--- config.mk ---
export PLATFORM = sky130hd
export DESIGN_NAME = irq_return_ctrl
export DESIGN_NICKNAME = d
export VERILOG_FILES = /design/src/rtl/irq_ret_pkg.sv /design/src/rtl/irq_ret_rst_sync.sv /design/src/rtl/irq_ret_decode.sv /design/src/rtl/irq_ret_seq.sv /design/src/rtl/irq_ret_ack.sv /design/src/rtl/irq_return_ctrl.sv
export SDC_FILE = /design/constraint.sdc
export NUM_CORES = 1
export LEC_CHECK = 0
export BUFFER_PORTS_ARGS = -buffer_cell sky130_fd_sc_hd__buf_4
export CAP_MARGIN = 20
export CORE_UTILIZATION = 45
export DETAILED_ROUTE_END_ITERATION = 16
export PLACE_DENSITY = 0.84
export REMOVE_ABC_BUFFERS = 1
export SKIP_LAST_GASP = 1
export SYNTH_ARGS = -nofsm -noshare
export SYNTH_HDL_FRONTEND = slang
export SYNTH_SLANG_ARGS = --single-unit
--- constraint.sdc ---
create_clock -name clk -period 1.3 [get_ports clk]
set_input_delay 0.065 -clock clk [delete_from_list [all_inputs] [get_ports clk]]
set_output_delay 0.065 -clock clk [all_outputs]
set_load 0.01 [all_outputs]
--- src/rtl/irq_ret_pkg.sv ---
`timescale 1ns/1ps
package irq_ret_pkg;
  localparam int INSTR_W = 32;
  localparam int IMM_W   = 16;
  localparam int RSEL_W  = 5;
  localparam int EC_W    = 5;

  localparam logic [5:0] OPC_RET = 6'b101101;
  localparam logic [4:0] SUB_RET = 5'b10001;
  localparam logic [5:0] OPC_IMM = 6'b101100;
  localparam logic [5:0] OPC_BR  = 6'b100110;
  localparam logic [5:0] OPC_BRI = 6'b101110;
  localparam logic [5:0] OPC_BC  = 6'b100111;
  localparam logic [5:0] OPC_BCI = 6'b101111;

  localparam logic [EC_W-1:0] EC_PRIV = 5'b00111;

  localparam logic [1:0] ACK_IDLE = 2'b00;
  localparam logic [1:0] ACK_RET  = 2'b10;
  localparam logic [1:0] ACK_ENA  = 2'b11;

  typedef enum logic [1:0] {SQ_IDLE, SQ_SLOT, SQ_DONE} sq_state_e;
endpackage

--- src/rtl/irq_ret_rst_sync.sv ---
`timescale 1ns/1ps
module irq_ret_rst_sync (
  input  logic clk,
  input  logic rst_n,
  output logic rst_sync_n
);
  logic q0, q1;
  always_ff @(posedge clk or negedge rst_n) begin
    if (!rst_n) begin
      q0 <= 1'b0;
      q1 <= 1'b0;
    end else begin
      q0 <= 1'b1;
      q1 <= q0;
    end
  end
  assign rst_sync_n = q1;
endmodule

--- src/rtl/irq_ret_decode.sv ---
`timescale 1ns/1ps
module irq_ret_decode
  import irq_ret_pkg::*;
#(
  parameter int XLEN = 32
) (
  input  logic [INSTR_W-1:0] instr,
  input  logic [XLEN-1:0]    reg_a,
  output logic               is_ret,
  output logic               is_forbidden,
  output logic [RSEL_W-1:0]  ra_sel,
  output logic [XLEN-1:0]    target
);
  localparam int EXT_W = XLEN - IMM_W;

  logic [5:0]       opc;
  logic [4:0]       sub;
  logic [IMM_W-1:0] imm;
  logic [XLEN-1:0]  imm_ext;

  assign opc    = instr[31:26];
  assign sub    = instr[25:21];
  assign ra_sel = instr[20:16];
  assign imm    = instr[IMM_W-1:0];

  assign imm_ext = {{EXT_W{imm[IMM_W-1]}}, imm};
  assign target  = reg_a + imm_ext;

  assign is_ret = (opc == OPC_RET) && (sub == SUB_RET);

  always_comb begin
    unique case (opc)
      OPC_IMM, OPC_BR, OPC_BRI, OPC_BC, OPC_BCI, OPC_RET: is_forbidden = 1'b1;
      default:                                           is_forbidden = 1'b0;
    endcase
  end
endmodule

--- src/rtl/irq_ret_seq.sv ---
`timescale 1ns/1ps
module irq_ret_seq
  import irq_ret_pkg::*;
#(
  parameter int XLEN = 32
) (
  input  logic            clk,
  input  logic            rst_n,
  input  logic            stall,
  input  logic            instr_valid,
  input  logic            is_ret,
  input  logic            is_forbidden,
  input  logic [XLEN-1:0] target_in,
  input  logic            mem_prot_en,
  input  logic            um_in,
  input  logic            ums_in,
  input  logic            vms_in,
  output logic            ret_accept,
  output logic            hold,
  output logic            in_slot,
  output logic            in_done,
  output logic [XLEN-1:0] tgt_out,
  output logic            ums_out,
  output logic            vms_out,
  output logic            exc_out,
  output logic            illegal_out
);
  sq_state_e       state_q, state_d;
  logic [XLEN-1:0] tgt_q;
  logic            ums_q, vms_q, exc_q;
  logic            idle, ret_hit, priv_fail, slot_done;

  assign idle      = (state_q == SQ_IDLE);
  assign ret_hit   = idle && instr_valid && is_ret && !stall;
  assign priv_fail = ret_hit && mem_prot_en && um_in;
  assign ret_accept = ret_hit && !priv_fail;
  assign slot_done = (state_q == SQ_SLOT) && instr_valid && !stall;

  always_comb begin
    state_d = state_q;
    unique case (state_q)
      SQ_IDLE: if (ret_accept) state_d = SQ_SLOT;
      SQ_SLOT: if (slot_done)  state_d = SQ_DONE;
      SQ_DONE:                 state_d = SQ_IDLE;
      default:                 state_d = SQ_IDLE;
    endcase
  end

  always_ff @(posedge clk or negedge rst_n) begin
    if (!rst_n) begin
      state_q <= SQ_IDLE;
      exc_q   <= 1'b0;
    end else begin
      state_q <= state_d;
      exc_q   <= priv_fail;
    end
  end

  always_ff @(posedge clk or negedge rst_n) begin
    if (!rst_n) begin
      tgt_q <= '0;
      ums_q <= 1'b0;
      vms_q <= 1'b0;
    end else if (ret_accept) begin
      tgt_q <= target_in;
      ums_q <= ums_in;
      vms_q <= vms_in;
    end
  end

  assign in_slot     = (state_q == SQ_SLOT);
  assign in_done     = (state_q == SQ_DONE);
  assign hold        = !idle || (instr_valid && is_ret);
  assign tgt_out     = tgt_q;
  assign ums_out     = ums_q;
  assign vms_out     = vms_q;
  assign exc_out     = exc_q;
  assign illegal_out = in_slot && instr_valid && is_forbidden;
endmodule

--- src/rtl/irq_ret_ack.sv ---
`timescale 1ns/1ps
module irq_ret_ack
  import irq_ret_pkg::*;
#(
  parameter bit LOWLAT_ACK = 1'b1
) (
  input  logic       clk,
  input  logic       rst_n,
  input  logic       stall,
  input  logic       ret_accept,
  input  logic       in_done,
  output logic [1:0] ack
);
  generate
    if (LOWLAT_ACK) begin : g_ack
      logic [1:0] ack_q, ack_d;
      logic       pend_q, pend_d;

      always_comb begin
        ack_d  = ack_q;
        pend_d = pend_q;
        if (stall) begin
          if (in_done) pend_d = 1'b1;
        end else if (in_done || pend_q) begin
          ack_d  = ACK_ENA;
          pend_d = 1'b0;
        end else if (ret_accept) begin
          ack_d = ACK_RET;
        end else if (ack_q == ACK_ENA) begin
          ack_d = ACK_IDLE;
        end
      end

      always_ff @(posedge clk or negedge rst_n) begin
        if (!rst_n) begin
          ack_q  <= ACK_IDLE;
          pend_q <= 1'b0;
        end else begin
          ack_q  <= ack_d;
          pend_q <= pend_d;
        end
      end
      assign ack = ack_q;
    end else begin : g_noack
      assign ack = ACK_IDLE;
    end
  endgenerate
endmodule

--- src/rtl/irq_return_ctrl.sv ---
`timescale 1ns/1ps
module irq_return_ctrl
  import irq_ret_pkg::*;
#(
  parameter int XLEN       = 32,
  parameter bit LOWLAT_ACK = 1'b1
) (
  input  logic                clk,
  input  logic                rst_n,
  input  logic                stall,
  input  logic                mem_prot_en,
  input  logic                instr_valid,
  input  logic [INSTR_W-1:0]  instr,
  input  logic [XLEN-1:0]     reg_a,
  output logic [RSEL_W-1:0]   ra_sel,
  input  logic                st_ie_in,
  input  logic                st_um_in,
  input  logic                st_ums_in,
  input  logic                st_vms_in,
  input  logic                irq_req,
  input  logic                brk_req,
  output logic                irq_take,
  output logic                brk_take,
  output logic                branch_valid,
  output logic [XLEN-1:0]     branch_target,
  output logic                st_we,
  output logic                st_ie,
  output logic                st_um,
  output logic                st_vm,
  output logic                exc_valid,
  output logic [EC_W-1:0]     exc_code,
  output logic                illegal_slot,
  output logic [1:0]          irq_ack
);
  logic            rst_sync_n;
  logic            is_ret, is_forbidden;
  logic [XLEN-1:0] target;
  logic            ret_accept, hold, in_slot, in_done;
  logic            ums_s, vms_s, exc_s;

  irq_ret_rst_sync u_rst (
    .clk(clk), .rst_n(rst_n), .rst_sync_n(rst_sync_n)
  );

  irq_ret_decode #(.XLEN(XLEN)) u_dec (
    .instr(instr), .reg_a(reg_a), .is_ret(is_ret),
    .is_forbidden(is_forbidden), .ra_sel(ra_sel), .target(target)
  );

  irq_ret_seq #(.XLEN(XLEN)) u_seq (
    .clk(clk), .rst_n(rst_sync_n), .stall(stall), .instr_valid(instr_valid),
    .is_ret(is_ret), .is_forbidden(is_forbidden), .target_in(target),
    .mem_prot_en(mem_prot_en), .um_in(st_um_in), .ums_in(st_ums_in),
    .vms_in(st_vms_in), .ret_accept(ret_accept), .hold(hold),
    .in_slot(in_slot), .in_done(in_done), .tgt_out(branch_target),
    .ums_out(ums_s), .vms_out(vms_s), .exc_out(exc_s),
    .illegal_out(illegal_slot)
  );

  irq_ret_ack #(.LOWLAT_ACK(LOWLAT_ACK)) u_ack (
    .clk(clk), .rst_n(rst_sync_n), .stall(stall),
    .ret_accept(ret_accept), .in_done(in_done), .ack(irq_ack)
  );

  assign branch_valid = in_done;
  assign st_we        = in_done;
  assign st_ie        = in_done;
  assign st_um        = in_done && ums_s;
  assign st_vm        = in_done && vms_s;
  assign exc_valid    = exc_s;
  assign exc_code     = exc_s ? EC_PRIV : '0;
  assign irq_take     = irq_req && st_ie_in && !hold;
  assign brk_take     = brk_req && !hold;
endmodule

Word level (Yosys, flattened, before mapping)
Cells that the tools add are included. W data, S select, Z words.

Register bits: 42. Logic and storage cells: 64. Output and inout bits: 53.

Add/subtract/negate cells: 1. Equality and inequality tests: 13. Bitwise logic cells: 1. Reduce and logical (&&, ||, !) cells: 29. Muxes and demuxes: 11.

Operator list (number): $eq A6 B6 Y1 const B (6); $add A32 B32 Y32 (1); $logic_and A1 B1 Y1 (16); $mux W2 (5); $reduce_and A2 Y1 (3); $reduce_or A6 Y1 (1); $eq A5 B5 Y1 const B (1); $eq A2 B2 Y1 const B (2); $logic_not A1 Y1 (4); $mux W1 (4); $ne A2 B1 Y1 const B (2); $pmux W2 S2 (1); $mux W3 (1); $reduce_bool A3 Y1 (1); $eq A2 B1 Y1 const B (1); $logic_not A2 Y1 (1); $logic_or A1 B1 Y1 (2); $ne A2 B2 Y1 const B (1); $reduce_bool A2 Y1 (1); $not A1 Y1 (1).

Logic depth before layout (Yosys ltp)
Depth in word-level cells: 10. Gate-level depth with buffers: 11. Mapped depth without buffers: 11.

Hierarchy
Synthesis repeated with hierarchy kept, for this count alone.

Cells, all modules: 366. Area, all modules: 3637.2 um^2.

Modules (own cells, without submodules): irq_ret_decode (seq. area each 0.0 um^2, cells an instance 250, instances 1, area each 1808.0 um^2); irq_ret_seq (seq. area each 925.9 um^2, cells an instance 91, instances 1, area each 1570.3 um^2); irq_ret_ack (seq. area each 75.1 um^2, cells an instance 10, instances 1, area each 121.4 um^2); irq_return_ctrl (seq. area each 0.0 um^2, cells an instance 12, instances 1, area each 83.8 um^2); irq_ret_rst_sync (seq. area each 50.0 um^2, cells an instance 3, instances 1, area each 53.8 um^2).

Worst setup path after synthesis
No wires, ideal clock.

Kind: input port to flip-flop. Start: input port instr[0]. End: register u_seq.tgt_q[16], in the netlist u_seq.tgt_out[16]. Required time: 1.166 ns. Setup slack: -1.079 ns. Stages: 11. Path buffers: 0. Setup time: 0.134 ns. Data arrival time: 2.245 ns. Cells stage by stage: ha_1 > fa_1 > a211oi_1 > o21a_1 > o22a_1 > or2b_1 > a31oi_1 > o21bai_1 > a21oi_1 > xor2_1 > o21ai_0.

Word-level cells in the longest chain between the ends: 1.

RTL lines: start: declaration (RTL line irq_return_ctrl.sv:13) `input logic [INSTR_W-1:0] instr,`; $add A32 B32 Y32 (RTL line irq_ret_decode.sv:27) `assign target = reg_a + imm_ext;`; end signal: assignment (RTL line irq_ret_seq.sv:65) `tgt_q <= target_in;`; end: declaration (RTL line irq_ret_seq.sv:29) `logic [XLEN-1:0] tgt_q;`.

No other way between the ends. A chain may end at the register's enable or synchronous reset.

Worst setup path after layout
Same ends and word-level chain as after synthesis.

==> impl_metrics.json <==
{
  "multi_input_area_um2": 2818,
  "ys_seq_area_share_pct": 32.01,
  "antenna_cells": 0,
  "drcViolationCount": 0,
  "final_nets": 720,
  "syn_area_um2": 3283,
  "drv_slew": 0,
  "startpoint_type": "input pin",
  "clk_latency_ps": 310,
  "ioPinCount": 128,
  "grt_max_degree": 41,
  "cts.htree.levels": 2,
  "final_common_cell": "buf_4",
  "synth_edf_count": 0,
  "synthFlopType": "dfrtp_1",
  "max_freq_ghz": 0.3653,
  "fin_crit_sh_pct": 210.6,
  "vias": 4735,
  "hold_violations": 0,
  "max_stage_delay_ps": 530,
  "grt_first_pass_wirelength_um": 21420,
  "fin_ws_ps": -1437,
  "grt_antenna_before_repair": 2,
  "rsz0062_at_grt": "yes",
  "crit_family": "compound AO/OA/AOI/OAI gates",
  "relSlewSlack_pct": 40.83,
  "status": "complete, but fails checks",
  "gp_congestion": 0.9125,
  "cts_tree": "built",
  "vias_per_cell": 6.678,
  "async_flop_share_pct": 100.0,
  "grt_use_total_pct": 37.05,
  "dieArea_um2": 7641,
  "hp-class": "in -> reg",
  "worstPathCellList": "buf_6 > ha_4 > fa_2 > a211oi_2 > o21a_1 > o22a_1 > or2b_1 > a31oi_2 > o21bai_1 > a21oi_2 > xor2_1 > o21ai_1",
  "critical_path_class": "in -> reg",
  "dp_worst_setup_slack_ps": -1349,
  "cts_sinks": 42,
  "final_util_pct": 90.20,
  "drive_gt1_share_pct": 59.71,
  "coreArea_um2": 6907,
  "wirelength_um": 19330,
  "cts_buffers": 5,
  "mostFrequentLayoutCells": "buf_4, dfrtp_1, nand2_1, buf_6",
  "required_ps": 1470,
  "syn_to_final_growth_pct": 89.75,
  "critPathMaxFanout": 3,
  "cts.path.max_buffers": 2,
  "min_period_ps": 2737,
  "fp.dieH_um": 87.42,
  "placed_cell_area_um2": 4900,
  "final-seq-area_um2": 1052,
  "critPathBufInv": 1,
  "syn_area_per_cell_um2": 8.709,
  "io_buffers": 115,
  "power.density_nw_per_um2": 739.2,
  "end_kind": "register",
  "ys_warn_count": 0,
  "finalSetupViolCount": 45,
  "drtIter0Drc": 482,
  "worst-slew-pin-transition_ps": 865.2,
  "fin_skew_ps": 15.35,
  "cts.clk_slew.worst_paths_ps": 90,
  "cpMaxStageDelayCell": "xor2_1",
  "worst_ep_arrival_time_ps": 2910,
  "ir_drop_mv": 0.5667,
  "first_pass_iters": 5,
  "dp_hpwl_um": 7896,
  "fill_cells": 256,
  "initial_core_util_pct": 47.54,
  "maxCapViolCount": 0,
  "row_count": 30,
  "final_cell_area_um2": 6230,
  "synth_cell_types": 51,
  "grt_pass1_vias": 4420,
  "syn_inst": 377,
  "cts_root_buf": "clkbuf_8",
  "post_drt_wl_per_cell_um": 27.26,
  "power.leakage_nw": 2.980,
  "antenna_left": 0,
  "violations": "negative setup slack",
  "yosys_register_bits": 42,
  "dieWidth_um": 87.42,
  "grt.overflow.total": 0
}
==> metal layers <==
layer / global-route usage [%] / routed length (µm) / vias up
li1: - / - / 1819
met1: 38.18 / 6073 / 2204
met2: 67.54 / 8956 / 490
met3: 8.436 / 2150 / 218
met4: 23.10 / 2085 / 4
met5: 0 / 63 / -
==> kinds of logic (layout without fill, tap and decap cells) <==
group / after synthesis / after routing / share of synthesized area, %
AO/OA/AOI/OAI: 117 / 117 / 22.56
XOR/XNOR: 30 / 30 / 8.003
adder cells (fa/ha/maj): 32 / 32 / 12.42
buffers and inverters: 33 / 268 / 5.183
flip-flops: 42 / 42 / 32.01
multiplexers: 7 / 7 / 2.401
other: 2 / 3 / 0.2287
AND/OR/NAND/NOR: 114 / 114 / 17.19
==> area by class of cell <==
class                   instances  share of cell area, %
multi-input cells             303                  45.23
repair buffers                249                  34.00
flip-flops and latches         42                  16.89
well taps                      96                  1.928
clock buffers                   7                  1.225
inverters                      12                 0.7230
==> through the flow <==
stage	instances	hold slack [ps]	power [mW]	setup TNS, ps
global route	709	59.71	4.725	-24590
floorplan	357	-230.6	2.132	-39950
global placement	661	-151.5	2.824	-29210
finish	709	33.88	4.605	-21290
CTS	694	6.132	3.926	-12580
detailed placement	661	-150.8	2.879	-30420
==> cell usage after synthesis, drive strengths merged, types with 5 or more instances <==
cell type | number | share of area, %
o21ai | 45 | 7.0
nand2 | 43 | 4.9
dfrtp | 42 | 32
a21oi | 31 | 4.7
ha | 31 | 12
xnor2 | 15 | 4.0
xor2 | 15 | 4.0
nor2 | 14 | 1.6
buf | 13 | 2.9
nor3 | 13 | 2.0
inv | 12 | 1.4
clkbuf | 8 | 0.91
nand3 | 8 | 1.2
nand4 | 8 | 1.5
a21o | 7 | 1.6
mux2 | 7 | 2.4
nor2b | 6 | 1.1
o21bai | 6 | 1.4
and2 | 5 | 0.95
o21a | 5 | 1.4
==> power breakdown <==
group          switching [mW]  internal, mW
Clock                   0.471         0.371
Combinational            1.24          1.16
Sequential             0.0237          1.33
==> registers in the layout (all words and copies together), names as in the netlist <==
signal / cells
u_ack.g_ack.pend_q: 1
u_seq.exc_out: 1
u_ack.ack: 2
u_rst.q0: 1
u_rst.rst_sync_n: 1
u_seq.vms_out: 1
u_seq.ums_out: 1
u_seq.tgt_out: 32
u_seq.state_q: 2
==> repair_timing <==
action                                  CTS  global route
endpoints found under the hold margin     2             0
endpoints found under the setup margin   43            42
resized for setup                       105            91
buffers inserted                         22            24
hold buffers                              1             0
gates cloned                              5             1
pin swaps                                62            66
==> final timing paths <==
check                                 start                 to  slack [ps]  depth (start not counted)
max                                instr[0]  u_seq.tgt_out[16]       -1440                         12
min in group asynchronous             rst_n           u_rst.q0         120                          2
min                               st_ums_in      u_seq.ums_out          30                          2
max reg2reg                u_seq.state_q[0]  u_seq.tgt_out[24]        -520                          7
min reg2reg                u_rst.rst_sync_n  u_seq.tgt_out[17]         230                          1
max in group asynchronous  u_rst.rst_sync_n  u_seq.tgt_out[22]         860                          1
Power figures use the tool's default switching activity.
